### config.mk
export PLATFORM = sky130hd
export DESIGN_NAME = cap_timer_top
export DESIGN_NICKNAME = d
export VERILOG_FILES = /design/src/rtl/cap_pkg.sv /design/src/rtl/cap_counter.sv /design/src/rtl/cap_sync.sv /design/src/rtl/cap_channel.sv /design/src/rtl/cap_timer_top.sv
export SDC_FILE = /design/constraint.sdc
export NUM_CORES = 1
export LEC_CHECK = 0
export BUFFER_PORTS_ARGS = -buffer_cell sky130_fd_sc_hd__buf_2
export CAP_MARGIN = 10
export CORE_ASPECT_RATIO = 0.5
export CORE_MARGIN = 1
export CORE_UTILIZATION = 40
export DETAILED_ROUTE_END_ITERATION = 10
export HOLD_SLACK_MARGIN = 0.06
export PLACE_DENSITY = 0.62
export SLEW_MARGIN = 20
export SYNTH_ARGS = -nofsm -noshare
export SYNTH_HDL_FRONTEND = slang
export SYNTH_SLANG_ARGS = --single-unit
### constraint.sdc
create_clock -name clk -period 2.95 [get_ports clk]
set_clock_uncertainty 0.2 [all_clocks]
set_input_delay 0.59 -clock clk [delete_from_list [all_inputs] [get_ports clk]]
set_output_delay 0.59 -clock clk [all_outputs]
set_load 0.005 [all_outputs]
### src/rtl/cap_pkg.sv
package cap_pkg;
    typedef enum logic [1:0] {
        EDGE_RISE = 2'd0,
        EDGE_FALL = 2'd1,
        EDGE_BOTH = 2'd2,
        EDGE_OFF  = 2'd3
    } edge_sel_e;
endpackage

### src/rtl/cap_counter.sv
module cap_counter #(
    parameter int W = 16
) (
    input  logic         clk,
    input  logic         rst_n,
    input  logic         run,
    output logic [W-1:0] cnt,
    output logic         wrap
);
    localparam logic [W-1:0] MAXV = {W{1'b1}};

    typedef struct packed {
        logic [W-1:0] cnt;
    } st_t;

    st_t d, q;

    always_comb begin
        d = q;
        if (run) d.cnt = q.cnt + 1'b1;
        else     d.cnt = '0;
    end

    always_ff @(posedge clk) begin
        if (!rst_n) q <= '0;
        else        q <= d;
    end

    assign cnt  = q.cnt;
    assign wrap = run && (q.cnt == MAXV);

    // steps by one while running, returns to zero while stopped
    a_r1_step: assert property (@(posedge clk) disable iff (!rst_n)
        run |=> cnt == $past(cnt) + 1'b1);
    a_r1_hold: assert property (@(posedge clk) disable iff (!rst_n)
        !run |=> cnt == '0);
endmodule

### src/rtl/cap_sync.sv
module cap_sync
    import cap_pkg::*;
(
    input  logic       clk,
    input  logic       rst_n,
    input  logic       pin,
    input  logic [1:0] sel,
    input  logic       run,
    output logic       hit
);
    typedef struct packed {
        logic s1;
        logic s2;
        logic s3;
    } st_t;

    st_t  d, q;
    logic rise, fall;

    always_comb begin
        d.s1 = pin;
        d.s2 = q.s1;
        d.s3 = q.s2;
    end

    always_ff @(posedge clk) begin
        if (!rst_n) q <= '0;
        else        q <= d;
    end

    assign rise = q.s2 & ~q.s3;
    assign fall = ~q.s2 & q.s3;

    always_comb begin
        unique case (sel)
            EDGE_RISE: hit = run & rise;
            EDGE_FALL: hit = run & fall;
            EDGE_BOTH: hit = run & (rise | fall);
            default:   hit = 1'b0;
        endcase
    end

    // a disabled channel never reports an edge
    a_r4_off_silent: assert property (@(posedge clk) disable iff (!rst_n)
        (sel == EDGE_OFF) |-> !hit);
endmodule

### src/rtl/cap_channel.sv
module cap_channel #(
    parameter int W = 16
) (
    input  logic         clk,
    input  logic         rst_n,
    input  logic         run,
    input  logic         hit,
    input  logic [W-1:0] cnt,
    input  logic         wrap,
    input  logic         rd_cap,
    input  logic         clr_ovr,
    output logic [W-1:0] cap,
    output logic         irq,
    output logic [W:0]   ivl,
    output logic         ivl_vld,
    output logic         ovr
);
    localparam logic [W:0] WRAP_ADD = {1'b1, {W{1'b0}}};

    typedef struct packed {
        logic [W-1:0] cap;
        logic [W:0]   ivl;
        logic         irq;
        logic         vld;
        logic         have;
        logic         wseen;
        logic         unread;
        logic         ovr;
    } st_t;

    st_t  d, q;
    logic ovr_set;

    always_comb begin
        d       = q;
        d.irq   = 1'b0;
        d.vld   = 1'b0;
        ovr_set = hit & q.unread & ~rd_cap;
        if (hit) begin
            d.cap    = cnt;
            d.irq    = 1'b1;
            d.vld    = q.have;
            d.ivl    = {1'b0, cnt} - {1'b0, q.cap} + (q.wseen ? WRAP_ADD : '0);
            d.have   = 1'b1;
            d.wseen  = wrap;
            d.unread = 1'b1;
        end else begin
            d.wseen = q.wseen | wrap;
            if (rd_cap) d.unread = 1'b0;
        end
        d.ovr = ovr_set | (q.ovr & ~clr_ovr);
        if (!run) begin
            d.have  = 1'b0;
            d.wseen = 1'b0;
        end
    end

    always_ff @(posedge clk) begin
        if (!rst_n) q <= '0;
        else        q <= d;
    end

    assign cap     = q.cap;
    assign irq     = q.irq;
    assign ivl     = q.ivl;
    assign ivl_vld = q.vld;
    assign ovr     = q.ovr;

    // a valid interval only comes with a capture
    a_r6_vld_with_irq: assert property (@(posedge clk) disable iff (!rst_n)
        ivl_vld |-> irq);
    // low bits of the interval equal the difference of the two captures
    a_r6_low_bits: assert property (@(posedge clk) disable iff (!rst_n)
        ivl_vld |-> ivl[W-1:0] == cap - $past(cap));
    // overrun stays set without a clear
    a_r8_ovr_sticky: assert property (@(posedge clk) disable iff (!rst_n)
        ovr && !clr_ovr |=> ovr);
endmodule

### src/rtl/cap_timer_top.sv
module cap_timer_top #(
    parameter int W   = 16,
    parameter int NCH = 2,
    parameter int AW  = 3
) (
    input  logic                  clk,
    input  logic                  rst_n,
    input  logic                  run_en,
    input  logic [NCH-1:0]        cap_pin,
    input  logic                  wr_en,
    input  logic                  rd_en,
    input  logic [AW-1:0]         addr,
    input  logic [W-1:0]          wdata,
    output logic [W-1:0]          rdata,
    output logic [NCH-1:0]        cap_irq,
    output logic [NCH-1:0]        ivl_vld,
    output logic [NCH-1:0][W:0]   ivl_data,
    output logic                  ovf_irq
);
    localparam int CFG_W = 2 * NCH;
    localparam logic [AW-1:0] A_STAT = AW'(0);
    localparam logic [AW-1:0] A_CFG  = AW'(1);
    localparam logic [AW-1:0] A_CNT  = AW'(2);
    localparam int CAP_BASE = 3;

    typedef struct packed {
        logic [CFG_W-1:0] cfg;
        logic             ovf;
        logic             ovf_irq;
    } st_t;

    st_t                    d, q;
    logic [W-1:0]           cnt;
    logic                   wrap;
    logic                   wr_stat;
    logic [NCH-1:0]         hit;
    logic [NCH-1:0]         ovr;
    logic [NCH-1:0][W-1:0]  cap;
    logic                   unused_wdata;

    assign unused_wdata = ^wdata;
    assign wr_stat = wr_en && (addr == A_STAT);

    cap_counter #(.W(W)) u_cnt (
        .clk(clk), .rst_n(rst_n), .run(run_en), .cnt(cnt), .wrap(wrap)
    );

    for (genvar c = 0; c < NCH; c++) begin : g_ch
        logic rd_cap;
        assign rd_cap = rd_en && (addr == AW'(CAP_BASE + c));

        cap_sync u_sync (
            .clk(clk), .rst_n(rst_n), .pin(cap_pin[c]),
            .sel(q.cfg[2*c +: 2]), .run(run_en), .hit(hit[c])
        );

        cap_channel #(.W(W)) u_chan (
            .clk(clk), .rst_n(rst_n), .run(run_en), .hit(hit[c]),
            .cnt(cnt), .wrap(wrap), .rd_cap(rd_cap),
            .clr_ovr(wr_stat && wdata[1 + c]),
            .cap(cap[c]), .irq(cap_irq[c]), .ivl(ivl_data[c]),
            .ivl_vld(ivl_vld[c]), .ovr(ovr[c])
        );
    end

    always_comb begin
        d         = q;
        d.ovf_irq = wrap;
        d.ovf     = wrap | (q.ovf & ~(wr_stat && wdata[0]));
        if (wr_en && (addr == A_CFG)) d.cfg = wdata[CFG_W-1:0];
    end

    always_ff @(posedge clk) begin
        if (!rst_n) q <= '0;
        else        q <= d;
    end

    always_comb begin
        rdata = '0;
        if (addr == A_STAT)      rdata = W'({ovr, q.ovf});
        else if (addr == A_CFG)  rdata = W'(q.cfg);
        else if (addr == A_CNT)  rdata = cnt;
        else begin
            for (int c = 0; c < NCH; c++) begin
                if (addr == AW'(CAP_BASE + c)) rdata = cap[c];
            end
        end
    end

    assign ovf_irq = q.ovf_irq;

    // the overflow pulse always coincides with a set flag
    a_r2_flag_with_irq: assert property (@(posedge clk) disable iff (!rst_n)
        ovf_irq |-> q.ovf);
    // the pulse lasts one cycle at a time (wraps are far apart)
    a_r2_single_pulse: assert property (@(posedge clk) disable iff (!rst_n)
        ovf_irq |=> !ovf_irq);
    // the flag holds until software clears it
    a_r3_sticky: assert property (@(posedge clk) disable iff (!rst_n)
        q.ovf && !(wr_stat && wdata[0]) |=> q.ovf);
endmodule

Yosys cells after proc, flatten, opt, wreduce, memory -nomap -nowiden. Cells that the tools add are included.

Add/sub/neg operators: 5. Multiplexer cells: 15. Equal/unequal tests: 9. Bitwise logic cells: 33. Reduce and logical (&&, ||, !) cells: 16.

Operators with widths (count): 2-to-1 mux 16 bit (5); adder 17 bit (2); 2-to-1 mux 17 bit (2); subtractor 16 x 16 -> 17 bit (2); AND 1 bit (17); adder 16 x 1 -> 16 bit, second input constant (1); equality test 16 bit, second input constant (1); NOT 1 bit (9); logical AND 1 bit (8); OR 1 bit (7); equality test 3 x 2 -> 1 bit, second input constant (2); 2-to-1 mux 3 bit (2); case mux 1 bit (3 select lines) (2); AND reduction 2 bit (3); equality test 2 x 1 -> 1 bit, second input constant (2); equality test 2 bit, second input constant (2); zero test 2 bit (2); 2-to-1 mux 2 bit (2); nonzero test 2 bit (2); equality test 3 x 1 -> 1 bit, second input constant (1); equality test 3 bit, second input constant (1); zero test 3 bit (1); 2-to-1 mux 1 bit (2).

Flip-flop bits (word level): 106. Word-level logic and storage cells: 104. Output and inout port bits: 55.

Depth between registers and ports, before layout.
Word-level depth: 8. Depth in mapped cells: 10.

By module. A second synthesis with hierarchy kept.

Cells, all modules: 813. Area total of the unflattened synthesis: 6725.2 sq um.

By module, submodules not included: cap_channel (sequential area each 780.7 sq um, cells an instance 293, area an instance 2407.3 sq um, instances 2); cap_timer_top (sequential area each 120.1 sq um, cells an instance 100, area an instance 758.2 sq um, instances 1); cap_counter (sequential area each 320.3 sq um, cells an instance 85, area an instance 742.0 sq um, instances 1); cap_sync (sequential area each 60.1 sq um, cells an instance 21, area an instance 205.2 sq um, instances 2).

Least setup slack after synthesis. No wires, ideal clock.

Path kind: reg-to-reg. Start: register u_cnt.q (netlist bit u_cnt.cnt[0]). End: register g_ch[1].u_chan.q (netlist bit g_ch[1].u_chan.ivl[16]). Slack: 371 ps. Stages on the path, launching flop included: 11. Library setup time: 79 ps. Required time: 2671 ps. Path buffers: 1. Arrival time: 2300 ps. Cell sequence: dfxtp_1 > clkbuf_2 > inv_1 > ha_1 > fa_1 > nor2b_2 > o31a_1 > o2111ai_2 > a21bo_1 > o41a_1 > o211ai_1.

Word-level cells in the longest chain between the ends: 2.

Ends and longest elaborated chain: from (decl) (line cap_counter.sv:16) `st_t d, q;`; from (signal assigned) (line cap_counter.sv:25) `if (!rst_n) q <= '0;`; from (signal assigned) (line cap_counter.sv:26) `else q <= d;`; subtractor 16 x 16 -> 17 bit (line cap_channel.sv:43) `d.ivl = {1'b0, cnt} - {1'b0, q.cap} + (q.wseen ? WRAP_ADD : '0);`; adder 17 bit (line cap_channel.sv:43); to (signal assigned) (line cap_channel.sv:59) `if (!rst_n) q <= '0;`; to (signal assigned) (line cap_channel.sv:60) `else q <= d;`; to (decl) (line cap_channel.sv:31) `st_t d, q;`.

Every way passes these cells. A chain may end at the register's enable or synchronous reset.

Worst setup path after layout.
Start: register u_cnt.q (netlist bit u_cnt.cnt[0]). End: register g_ch[0].u_chan.q (netlist bit g_ch[0].u_chan.ivl[14]).

Word-level cells in the longest chain between the ends: 2.

Ends and longest elaborated chain (line): subtractor 16 x 16 -> 17 bit (cap_channel.sv:43); adder 17 bit (cap_channel.sv:43); to (signal assigned) (cap_channel.sv:59); to (signal assigned) (cap_channel.sv:60); to (decl) (cap_channel.sv:31).

Every way passes these cells.

==> out/results.txt <==
Register-to-Register Path Depth: 9
Synth Register Bits: 106
Non-Filler Instances: 1052
Setup crit start kind: flip-flop
Setup crit end kind: flip-flop
PD cells: 420 mW/mm²
Vias per Instance: 5.24
Highest Clock Rate: 377 MHz
Hold Crit Class: reg2reg
final period utilization: 89.9%
area of the mapped netlist: 0.00649 mm²
sequential fraction of the synthesis area: 32.7%
total gr overflow: 0
initial antenna violation count: 0
max-cap viol count: 0
drt wl/cell: 15.2 µm
first-pass GRT wire length: 26600 µm
status: completed
Die Wd: 182 µm
endpoints failing setup: 0
DP Cell Count: 1036
synth top area cells: dfxtp_1 33%, ha_1 8.3%, nand2_1 7.9%
DR iter-0 viols: 331
CP required: 2.99 ns
Reg area: 0.00212 mm²
CP startpoint: u_cnt.cnt[0]
top-count cell post-synth: nand2_1
post-CTS setup buffer count: 0
FP Rows: 32
Synth top cells by count: 137 x nand2_1, 106 x dfxtp_1, 84 x a21oi_1, 56 x inv_1, 54 x nor2_1
H-tree levels: 3
vias in the first global route: 5274
TritonRoute pass-1 iters: 5
reg2reg end: g_ch[0].u_chan.ivl[14]
Worst R2R Start: u_cnt.cnt[0]
Critical Path End: g_ch[0].u_chan.ivl[14]
number of enable flip-flop cells after synthesis: 0
Slew Limit Fails: 0
DRC: 0
CTS tree: yes
critical path class: reg2reg
async set-reset flop share out of synthesis: 0%
Leak: 2.96 nW
root buffer cell: clkbuf_16
Clock Latency Late Sink: 0.34 ns
Total GRT Usage: 19.7%
Core ar.: 0.0156 mm²
TritonCTS Buffers: 9
syn_nets: 898
Routed WL: 16000 µm
Vias: 5511
final core utilization: 45.4%
final hold slack: 0.235 ns
P&R area growth vs syn: 9.29%
Max VDD drop: 0.283 mV
port bufs: 68
Worst-path clk slew: 0.07 ns
ant diodes: 0
die height: 92.1 µm
Worst-Margin Slew: 0.765 ns
Max FO, Critical Path: 3
routability cong.: 0.873
Layout Nets: 914
crit path time final: 2.65 ns
Fillers: 1581
Yosys cell types: 75
slew margin rel.: 48.3%
syn avg cell area: 7.85 µm²
final hold violation count: 0
largest net degree at the start of global routing: 41
die area: 0.0168 mm²
worst path arrival time: 2.69 ns
Yosys Warn Count: 0
HPWL after DPL: 11800 µm
R2R Setup Slk: 0.30 ns
Ports: 81
Main synth FF type: dfxtp_1
share of the synthesized area in the top cell type: 32.7%
overall power: 0.00298 W
Antenna Violating Nets Remaining: 0
CTS sink count: 106
Initial Util: 41.6%
Multi-input gate area: 0.00364 mm²
dominant cell type by area after synthesis: dfxtp_1
Fin Setup TNS: 0 ns
RSZ-0062 raised after global routing: false
Synth Instances: 827
share of layout cells above drive strength 1: 15.4%
Max Root-Sink Buffers: 2
==> what timing repair did <==
action	CTS	global route
hold endpoints to repair	0	0
endpoints found under the setup margin	0	1
resized for setup	0	1
hold buffers	0	0
==> metal layers <==
layer / global-route usage (%) / wire length, µm / vias to the layer above
met5: 0 / 0 / -
met1: 29.6 / 8820 / 2529
met4: 5.11 / 223 / 0
li1: - / - / 2843
met2: 28.2 / 6240 / 122
met3: 4.05 / 722 / 17
==> sequential cells by signal (all words and copies together) (netlist names) <==
signal and flops:
g_ch.u_chan.ivl 34, q 5, g_ch.u_chan.ivl_vld 2, g_ch.u_chan.irq 2, g_ch.u_chan.q 6, g_ch.u_sync.d 4, g_ch.u_chan.cap 32, u_cnt.cnt 16
g_ch.u_chan.ovr 2, ovf_irq 1, g_ch.u_sync.q 2
==> where the power goes <==
| group | switching (W) | total, W | internal, W |
|---|---|---|---|
| sequential | 0.00000861 | 0.00145 | 0.00145 |
| clock | 0.000556 | 0.00133 | 0.000771 |
| combinational | 0.000130 | 0.000198 | 0.0000680 |
| total | 0.000695 | 0.00298 | 0.00229 |
==> how the worst min path moves through the flow <==
| stage | start | endpoint | cells past startpoint |
|---|---|---|---|
| final | g_ch[0].u_sync.d[1] | g_ch[0].u_sync.d[0] | 1 |
| after global routing | cap_pin[0] | g_ch[0].u_sync.d[1] | 2 |
| after CTS | g_ch[1].u_sync.d[1] | g_ch[1].u_sync.d[0] | 1 |
| after detailed placement | g_ch[1].u_sync.d[1] | g_ch[1].u_sync.d[0] | 1 |
| after global placement | g_ch[0].u_sync.d[1] | g_ch[0].u_sync.d[0] | 1 |
| after floorplan | g_ch[0].u_sync.d[1] | g_ch[0].u_sync.d[0] | 1 |
==> worst max-delay path: stages (launching register included) <==
cell and delay (ns):
dfxtp_1 0.33, inv_1 0.09, ha_1 0.25, fa_1 0.41, nand2b_1 0.21, a211oi_1 0.25, nor2b_1 0.14, o41ai_2 0.43
or3_1 0.18, nand3_1 0.06
==> logic make-up after synthesis <==
logic type / Yosys count / share of synthesized area, %
xor+xnor: 19 / 2.56
fa+ha+maj: 45 / 8.90
simple gates: 305 / 22.3
buf+inv: 143 / 11.6
compound gates: 193 / 18.9
mux: 16 / 3.06
flops: 106 / 32.7
==> final cells by class <==
class,instances,share of cell area (%)
clock buffers,10,3.37
clock inverters,6,1.23
inverters,57,3.01
multi-input cells,578,51.3
flip-flops and latches,106,29.9
well taps,204,3.60
repair buffers,91,7.58
==> layout by cell type (no fill, tap or decap), types with 9 or more instances in the layout <==
master / instances
nand2_1: 137
dfxtp_1: 106
a21oi_1: 84
buf_2: 68
inv_1: 55
nor2_1: 54
ha_1: 43
nand3_1: 37
o21ai_0: 31
buf_4: 21
xor2_1: 13
mux2i_1: 12
nor3_1: 12
nand4_1: 10
or3_1: 9
clkbuf_16: 9
==> per-stage QoR <==
stage               setup WS (ns)  area [µm²]
global placement            0.366        6760
floorplan                   0.371        6490
finish                      0.299        7100
global route                0.142        7100
detailed placement          0.330        6760
CTS                         0.276        7090
(Power assumes the default switching activity.)
